<file path="src/rtl/trig_pkg.sv">
package trig_pkg;

    typedef enum logic [1:0] {
        EDGE_RISE = 2'd0,
        EDGE_FALL = 2'd1,
        EDGE_ANY  = 2'd2,
        EDGE_NONE = 2'd3
    } edge_kind_e;

    typedef enum logic {
        LD_IDLE = 1'b0,
        LD_PEND = 1'b1
    } load_state_e;

    localparam int WORD_W  = 18;
    localparam int EN_BIT  = 17;
    localparam int VAL_BIT = 16;
    localparam int N_EDGE  = 3;

endpackage

</file>
<file path="src/rtl/trig_match_term.sv">
module trig_match_term #(
    parameter int PROBE_W = 16
) (
    input  logic               clk,
    input  logic               rst_n,
    input  logic               wr_i,
    input  logic [PROBE_W-1:0] mask_i,
    input  logic [PROBE_W-1:0] value_i,
    input  logic [PROBE_W-1:0] probe_i,
    output logic               match_o
);

    logic [PROBE_W-1:0] mask_q;
    logic [PROBE_W-1:0] value_q;

    always_ff @(posedge clk) begin
        if (!rst_n) begin
            mask_q  <= '1;
            value_q <= '0;
        end else if (wr_i) begin
            mask_q  <= mask_i;
            value_q <= value_i;
        end
    end

    always_comb begin
        match_o = ~|((probe_i ^ value_q) & mask_q);
    end

    AST_TERM_HOLD: assert property (@(posedge clk) disable iff (!rst_n)
        !wr_i |=> ($stable(mask_q) && $stable(value_q)));

endmodule

</file>
<file path="src/rtl/trig_edge_unit.sv">
module trig_edge_unit
    import trig_pkg::*;
#(
    parameter int PROBE_W = 16
) (
    input  logic               clk,
    input  logic               rst_n,
    input  logic               wr_i,
    input  logic [1:0]         kind_i,
    input  logic [PROBE_W-1:0] mask_i,
    input  logic [PROBE_W-1:0] probe_i,
    output logic               rise_o,
    output logic               fall_o,
    output logic               any_o
);

    logic [PROBE_W-1:0] emask_q [N_EDGE];
    logic [PROBE_W-1:0] prev_q;

    for (genvar j = 0; j < N_EDGE; j++) begin : g_mask
        always_ff @(posedge clk) begin
            if (!rst_n) begin
                emask_q[j] <= '0;
            end else if (wr_i && (kind_i == 2'(j))) begin
                emask_q[j] <= mask_i;
            end
        end
    end

    always_ff @(posedge clk) begin
        if (!rst_n) prev_q <= '0;
        else        prev_q <= probe_i;
    end

    always_comb begin
        rise_o = |(emask_q[EDGE_RISE] & probe_i & ~prev_q);
        fall_o = |(emask_q[EDGE_FALL] & ~probe_i & prev_q);
        any_o  = |(emask_q[EDGE_ANY] & (probe_i ^ prev_q));
    end

    AST_KIND_NONE_IGNORED: assert property (@(posedge clk) disable iff (!rst_n)
        (wr_i && kind_i == EDGE_NONE) |=>
        ($stable(emask_q[0]) && $stable(emask_q[1]) && $stable(emask_q[2])));

    AST_PREV_TRACKS: assert property (@(posedge clk) disable iff (!rst_n)
        1'b1 |=> (prev_q == $past(probe_i)));

endmodule

</file>
<file path="src/rtl/trig_table_loader.sv">
module trig_table_loader
    import trig_pkg::*;
#(
    parameter int IDX_W = 7
) (
    input  logic              clk,
    input  logic              rst_n,
    input  logic              wr_i,
    input  logic [WORD_W-1:0] word_i,
    input  logic [IDX_W-1:0]  idx_i,
    output logic              entry_o
);

    localparam int TBL_N = 1 << IDX_W;

    load_state_e       state_q, state_d;
    logic [TBL_N-1:0]  tbl_q;
    logic [IDX_W-1:0]  pend_idx_q;
    logic              pend_val_q;
    logic              set_wr, clr_wr, commit;

    if (IDX_W < VAL_BIT) begin : g_spare
        logic unused_word_bits;
        assign unused_word_bits = ^word_i[VAL_BIT-1:IDX_W];
    end

    assign set_wr = wr_i &&  word_i[EN_BIT];
    assign clr_wr = wr_i && !word_i[EN_BIT];

    always_ff @(posedge clk) begin
        if (!rst_n) state_q <= LD_IDLE;
        else        state_q <= state_d;
    end

    always_comb begin
        state_d = state_q;
        commit  = 1'b0;
        unique case (state_q)
            LD_IDLE: begin
                if (set_wr) state_d = LD_PEND;
            end
            LD_PEND: begin
                if (clr_wr) begin
                    state_d = LD_IDLE;
                    commit  = 1'b1;
                end
            end
            default: state_d = LD_IDLE;
        endcase
    end

    always_ff @(posedge clk) begin
        if (!rst_n) begin
            pend_idx_q <= '0;
            pend_val_q <= 1'b0;
        end else if (set_wr) begin
            pend_idx_q <= word_i[IDX_W-1:0];
            pend_val_q <= word_i[VAL_BIT];
        end
    end

    always_ff @(posedge clk) begin
        if (!rst_n)      tbl_q <= '0;
        else if (commit) tbl_q[pend_idx_q] <= pend_val_q;
    end

    assign entry_o = tbl_q[idx_i];

    AST_SET_KEEPS_TABLE: assert property (@(posedge clk) disable iff (!rst_n)
        set_wr |=> $stable(tbl_q));

    AST_COMMIT_WRITES: assert property (@(posedge clk) disable iff (!rst_n)
        (state_q == LD_PEND && clr_wr) |=>
        (tbl_q[$past(pend_idx_q)] == $past(pend_val_q)));

    AST_IDLE_CLEAR_DROPPED: assert property (@(posedge clk) disable iff (!rst_n)
        (state_q == LD_IDLE && !set_wr) |=> $stable(tbl_q));

endmodule

</file>
<file path="src/rtl/probe_trigger.sv">
module probe_trigger
    import trig_pkg::*;
#(
    parameter int PROBE_W = 16,
    parameter int N_TERMS = 4,
    localparam int TSEL_W = (N_TERMS > 1) ? $clog2(N_TERMS) : 1,
    localparam int IDX_W  = N_TERMS + N_EDGE
) (
    input  logic               clk,
    input  logic               rst_n,
    input  logic [PROBE_W-1:0] probe_i,
    input  logic               term_wr_i,
    input  logic [TSEL_W-1:0]  term_sel_i,
    input  logic [PROBE_W-1:0] term_mask_i,
    input  logic [PROBE_W-1:0] term_value_i,
    input  logic               edge_wr_i,
    input  logic [1:0]         edge_kind_i,
    input  logic [PROBE_W-1:0] edge_mask_i,
    input  logic               tbl_wr_i,
    input  logic [17:0]        tbl_word_i,
    output logic               hit_o,
    output logic               hit_start_o
);

    logic [N_TERMS-1:0] term_hit;
    logic               rise_f, fall_f, any_f;
    logic [IDX_W-1:0]   tbl_idx;
    logic               entry;
    logic               hit_q, hit_d;

    for (genvar k = 0; k < N_TERMS; k++) begin : g_term
        trig_match_term #(.PROBE_W(PROBE_W)) u_term (
            .clk     (clk),
            .rst_n   (rst_n),
            .wr_i    (term_wr_i && (term_sel_i == TSEL_W'(k))),
            .mask_i  (term_mask_i),
            .value_i (term_value_i),
            .probe_i (probe_i),
            .match_o (term_hit[k])
        );
    end

    trig_edge_unit #(.PROBE_W(PROBE_W)) u_edge (
        .clk     (clk),
        .rst_n   (rst_n),
        .wr_i    (edge_wr_i),
        .kind_i  (edge_kind_i),
        .mask_i  (edge_mask_i),
        .probe_i (probe_i),
        .rise_o  (rise_f),
        .fall_o  (fall_f),
        .any_o   (any_f)
    );

    assign tbl_idx = {any_f, fall_f, rise_f, term_hit};

    trig_table_loader #(.IDX_W(IDX_W)) u_table (
        .clk     (clk),
        .rst_n   (rst_n),
        .wr_i    (tbl_wr_i),
        .word_i  (tbl_word_i),
        .idx_i   (tbl_idx),
        .entry_o (entry)
    );

    always_ff @(posedge clk) begin
        if (!rst_n) begin
            hit_q <= 1'b0;
            hit_d <= 1'b0;
        end else begin
            hit_q <= entry;
            hit_d <= hit_q;
        end
    end

    assign hit_o       = hit_q;
    assign hit_start_o = hit_q & ~hit_d;

    AST_HIT_FOLLOWS_TABLE: assert property (@(posedge clk) disable iff (!rst_n)
        1'b1 |=> (hit_o == $past(entry)));

    AST_START_SINGLE: assert property (@(posedge clk) disable iff (!rst_n)
        hit_start_o |=> !hit_start_o);

    AST_START_ON_RISE: assert property (@(posedge clk) disable iff (!rst_n)
        $rose(hit_o) |-> hit_start_o);

endmodule

</file>
<file path="config.mk">
export PLATFORM = sky130hd
export DESIGN_NAME = probe_trigger
export DESIGN_NICKNAME = d
export VERILOG_FILES = /design/src/rtl/trig_pkg.sv /design/src/rtl/trig_match_term.sv /design/src/rtl/trig_edge_unit.sv /design/src/rtl/trig_table_loader.sv /design/src/rtl/probe_trigger.sv
export SDC_FILE = /design/constraint.sdc
export NUM_CORES = 1
export LEC_CHECK = 0
export CORE_AREA = 2 2 199 201
export DETAILED_ROUTE_END_ITERATION = 10
export DIE_AREA = 0 0 201 203
export PLACE_DENSITY_LB_ADDON = 0.15
export RECOVER_POWER = 100
export SYNTH_ARGS = -nofsm -noshare
export SYNTH_HDL_FRONTEND = slang
export SYNTH_HIERARCHICAL = 1
export SYNTH_SLANG_ARGS = --single-unit
export TNS_END_PERCENT = 100
</file>
<file path="constraint.sdc">
create_clock -name clk -period 3.04 [get_ports clk]
set_clock_uncertainty 0.2 [all_clocks]
set_input_delay 0.456 -clock clk [delete_from_list [all_inputs] [get_ports clk]]
set_output_delay 0.456 -clock clk [all_outputs]
set_load 0.1 [all_outputs]
</file>
# ---- Word-level counts from Yosys, hierarchy flattened
# Memory sizes are Yosys's and may differ from the RTL's.
# Index checks and enable logic that the tools add are counted.
dict set report totals {
  ff_bits 283
  mem_bits_rw 48
  word_cells 93
  mem_count 1
}
# memory words word_bits read_ports rd_ports_with_merged_regs write_ports line
set memory_table {}
lappend memory_table {u_edge.emask_q 3 16 3 0 3 trig_edge_unit.sv:17} ;# logic [PROBE_W-1:0] emask_q [N_EDGE];
dict set report classes {
  n_lt_le_gt_ge 3
  eq_ne 5
  mux 23
  bitwise 22
  n_reduce_logical 24
}
# operator n
set op_table {}
lappend op_table {{16-bit bitwise AND} 9}
lappend op_table {{128-bit bitwise mux} 1}
lappend op_table {{16-bit OR reduction} 7}
lappend op_table {{16-bit bitwise XOR} 5}
lappend op_table {{16-bit 2-to-1 mux} 3}
lappend op_table {{16-bit NOT} 2}
lappend op_table {{7-bit by 8-bit < comparator with 1-bit output, second input constant} 2}
lappend op_table {{1-bit 2-to-1 mux} 16}
lappend op_table {{1-bit logical AND} 10}
lappend op_table {{1-bit binary-select mux with 7-bit select} 1}
lappend op_table {{1-bit demux with 7-bit select} 1}
lappend op_table {{7-bit by 1-bit greater-or-equal comparator with 1-bit output, second input constant} 1}
lappend op_table {{2-bit == test, second input constant} 3}
lappend op_table {{1-bit zero test} 5}
lappend op_table {{2-bit by 1-bit == test with 1-bit output, second input constant} 2}
lappend op_table {{2-bit zero test} 2}
lappend op_table {{1-bit OR} 3}
lappend op_table {{1-bit NOT} 2}
lappend op_table {{1-bit one-hot mux with 2 select lines} 1}
lappend op_table {{1-bit bitwise AND} 1}

# ---- Longest topological paths before layout
dict set report logic_depth {
  ltp_word 6
  ltp_mapped 13
  mapped_depth_nobuf 10
}

# ---- Hierarchy
# Netlist, hierarchy kept.
# mod n_inst cells_per_inst area_each_um2
set by_module_without_submodules {}
lappend by_module_without_submodules {trig_table_loader 1 761 6869.1}
lappend by_module_without_submodules {trig_match_term 4 130 1397.6}
lappend by_module_without_submodules {trig_edge_unit 1 215 2747.6}
lappend by_module_without_submodules {probe_trigger 1 9 96.3}

# ---- Worst setup path before layout
# OpenSTA, ideal clock, no wires.
dict set report synth_timing {
  kind {register to output}
  start {register hit_q (netlist: hit_o)}
  end {output hit_start_o}
  t_arrival_ps 2385
  required_ps 2384
  path_slack_ps -1
  path_stages_with_launch 2
  n_path_buf 0
  cell_sequence {dfxtp_1 > nor2b_1}
}
dict set report synth_via {
  elab_chain_cells 1
}
# item line
set synth_rtl {}
lappend synth_rtl {{from (decl)} probe_trigger.sv:29} ;# logic hit_q, hit_d;
lappend synth_rtl {{from (signal assigned)} probe_trigger.sv:71} ;# hit_q <= entry;
lappend synth_rtl {{1-bit bitwise AND} probe_trigger.sv:77} ;# assign hit_start_o = hit_q & ~hit_d;
lappend synth_rtl {{to (decl)} probe_trigger.sv:22} ;# output logic hit_start_o
# Every way passes these cells.

# ---- Worst setup path after layout
dict set report layout_timing {
  start {input probe_i[11]}
  end {register hit_q (netlist: hit_o)}
}
dict set report layout_via {
  elab_chain_cells 6
  elab_cells_between_ends 28
  classes_between {mux (2); bitwise (15); reduce/logical (11)}
}
# item line
set layout_rtl {}
lappend layout_rtl {{from (decl)} probe_trigger.sv:11} ;# input logic [PROBE_W-1:0] probe_i,
lappend layout_rtl {{16-bit bitwise XOR} trig_match_term.sv:27} ;# match_o = ~|((probe_i ^ value_q) & mask_q);
lappend layout_rtl {{16-bit bitwise AND} trig_match_term.sv:27}
lappend layout_rtl {{16-bit OR reduction} trig_match_term.sv:27}
lappend layout_rtl {{1-bit zero test} trig_match_term.sv:27}
lappend layout_rtl {{net tbl_idx[1]} probe_trigger.sv:27} ;# logic [IDX_W-1:0] tbl_idx;
lappend layout_rtl {{1-bit binary-select mux with 7-bit select} trig_table_loader.sv:67} ;# assign entry_o = tbl_q[idx_i];
lappend layout_rtl {{1-bit 2-to-1 mux (implied by the code)} trig_table_loader.sv:67}
lappend layout_rtl {{net entry} probe_trigger.sv:28} ;# logic entry;
# The timed path passes the listed nets, and every way through them passes these cells. The select of a mux whose other input is x is not followed.
# A chain may end at the register's enable or synchronous reset.

==> summary.txt <==
Main synth FF type -> dfxtp_1
post-layout util -> 47.8%
crit path time final -> 3.09 ns
Max H-tree Level -> 2
final std cells w/o fill -> 2170
sequential share of the synthesized area -> 46.4%
Avg WL per Cell -> 20.0 um
# hold bufs at CTS -> 0
CP arrival -> 3.31 ns
CTS tree -> built
final WL -> 43500 um
Rel. slew slack -> 12.0%
Final Max Slew Viols -> 0
met2 WL -> 21300 um
n_diodes -> 0
Synth area leader -> dfxtp_1
Final Hold Viols -> 0
HP Class -> input pin to flop
Vias -> 11700
Syn-to-layout area delta -> 20.2%
crit start category -> input pin
met3 wirelength from detailed routing -> 1940 um
clock network power share -> 45.1%
synth warn -> 6
crit end category -> flop
first-pass GRT wire length -> 68600 um
Worst VDD drop -> 0.385 mV
root buffer cell -> clkbuf_16
initial core utilization -> 39.8%
GRT Util Overall -> 21.3%
Slew @ Worst Pin -> 1.32 ns
Seq pwr share -> 46.8%
number of synthesized flops with an enable pin -> 48
Buffers on Ports -> 83
share of cells above drive strength 1 -> 12.4%
Max-cap violations -> 0
largest net degree at the start of global routing -> 211
Final nets -> 1719
outcome -> finished, violations left
pwr dens -> 540 mW/mm^2
post-synthesis area per instance -> 10.2 sq um
die width -> 201 um
fin crit share -> 102%
RSZ-0062 raised after global routing -> true
CTS buffer count -> 39
Setup Viol. Count Final -> 1
Max FO, Critical Path -> 7
vias in the first global route -> 11700
Post-Syn Nets -> 1596
GRT overflow -> 0
Crit Path Class -> input pin to flop
Core Region -> 0.0385 sq mm
Core Rows -> 72
Die Span Y -> 203 um
TritonCTS Sinks -> 331
Max Clock Freq -> 324 MHz
count leader, synth -> dfxtp_1
Remaining DRCs -> 0
Post-synth ARST share -> 0%
Pleak -> 6.39 nW
Top-Level Pins -> 93
Netlist Area Pre-Place -> 0.0153 sq mm
Unique masters post-synth -> 44
HPWL Detailed -> 28200 um
Syn Inst Count -> 1505
failing checks -> negative setup slack
Logic pwr share -> 8.0%
WP data required -> 3.26 ns
clock transition at the registers of the reported paths -> 0.06 ns
switch share -> 23.6%
Die Area -> 0.0408 sq mm
WL met1 -> 19200 um
DRT antenna net count -> 0
cell-internal power -> 7.59 mW
top sig layer -> met4
drt via density -> 5.38
Synth Register Bits -> 331
GPL Wtd Cong -> 0.821
largest cells by area after synthesis -> dfxtp_1 37%, mux2i_1 9.9%, edfxtp_1 9.4%, a21boi_0 5.8%, xor2_1 4.6%
Post-synth top cells -> 283 x dfxtp_1, 152 x mux2i_1, 130 x nand3_1, 118 x a21boi_0, 114 x o21ai_0
Yosys top cell area share -> 37.0%
Sw Pwr -> 2.35 mW
Final WS setup -> -0.0481 ns
DR iter-0 viols -> 862
worst skew pair latency -> 0.54 ns
Placed Cells -> 2090
total power -> 9.94 mW
CTS Buffer Depth -> 3
DRT Pass-1 Iters -> 5
initial antenna violation count -> 0
==> registers in the layout, indices dropped and copies added (netlist names), named ones only <==
name,cells
u_table/pend_val_q,1
hit_d,1
u_edge/prev_q,16
u_table/tbl_q,128
u_edge/emask_q,48
hit_o,1
g_term.u_term/value_q,64
g_term.u_term/mask_q,64
u_table/pend_idx_q,7
==> cell usage in the layout (no fill, tap or decap), types with 8 or more instances in the layout <==
cell type,instances
dlygate4sd2_1,12
nand2_1,103
mux2i_1,149
nor2b_1,86
dfxtp_1,280
edfxtp_1,48
mux4_2,29
and2_0,35
clkbuf_8,8
nand4_1,18
clkdlybuf4s50_1,63
nand3_1,130
clkbuf_1,15
a22oi_1,28
a21boi_0,120
buf_4,73
nor2_1,43
buf_12,8
and2_1,31
clkbuf_16,41
nand3b_1,28
buf_6,8
xor2_1,80
o21ai_0,113
==> worst max-delay path, cell delays in order <==
cell and delay [ns]:
clkdlybuf4s50_1 0.45, xor2_1 0.17, a22oi_2 0.28, nand4_1 0.19
nor2_4 0.14, buf_12 0.14, mux4_2 0.49, mux4_2 0.45
and3b_1 0.17, a31oi_1 0.14, nand4_1 0.08, and2_1 0.14
==> power groups by stage <==
stage	combinational, mW	sequential, mW	clock, mW
finish	0.798	4.65	4.48
global route	0.866	4.67	4.77
CTS	0.809	4.65	4.60
detailed placement	0.799	4.75	0
global placement	0.800	4.74	0
floorplan	0.448	4.71	0
==> per-stage QoR <==
stage	instance area, sq um	TNS (ns)	setup slack (ns)	hold slack [ns]
5_1_grt	18400	-0.266	-0.168	0.212
3_5_place_dp	17000	-0.932	-0.932	0.259
6_report	18400	-0.0481	-0.0481	0.185
4_1_cts	18500	-0.0147	-0.0147	0.275
2_1_floorplan	15300	0	0.105	0.242
3_3_place_gp	17000	-0.936	-0.936	0.253
==> layer usage <==
layer  vias up  GRT usage (%)
met5         -              0
met2       277           36.7
met1      5708           27.9
li1       5613              -
met4         0           6.22
met3        82           3.03
==> logic make-up after synthesis <==
| family | Yosys count | synth area share (%) |
|---|---|---|
| AND/OR/NAND/NOR | 520 | 18.2 |
| flip-flops | 331 | 46.4 |
| AO/OA/AOI/OAI | 287 | 12.3 |
| multiplexers | 185 | 15.0 |
| XOR/XNOR | 80 | 4.58 |
| buffers and inverters | 102 | 3.56 |
==> path summary, 6_finish.rpt <==
kind	startpoint	end	slack [ns]	depth (start not counted)
max	probe_i[11]	hit_o	-0.05	12
min	probe_i[0]	u_edge/prev_q[0]	0.18	3
max reg2reg	g_term[1].u_term/value_q[13]	hit_o	-0.01	11
min reg2reg	g_term[3].u_term/mask_q[2]	g_term[3].u_term/mask_q[2]	0.27	2
==> what timing repair did <==
action | 4_1_cts | 5_1_grt
endpoints found under the setup margin | 1 | 1
gates cloned | 1 | 0
setup buffers | 13 | 1
resized for setup | 35 | 4
pin swaps | 15 | 3
==> area by class of cell <==
cell class              count  area (sq um)
clock buffers              56          1160
inverters                   1          3.75
multi-input cells        1072          7720
clock inverters             9          65.1
flip-flops and latches    331          7110
fillers                  3666         20100
well taps                 518           648
repair buffers            183          1680
(Power assumes the default switching activity.)
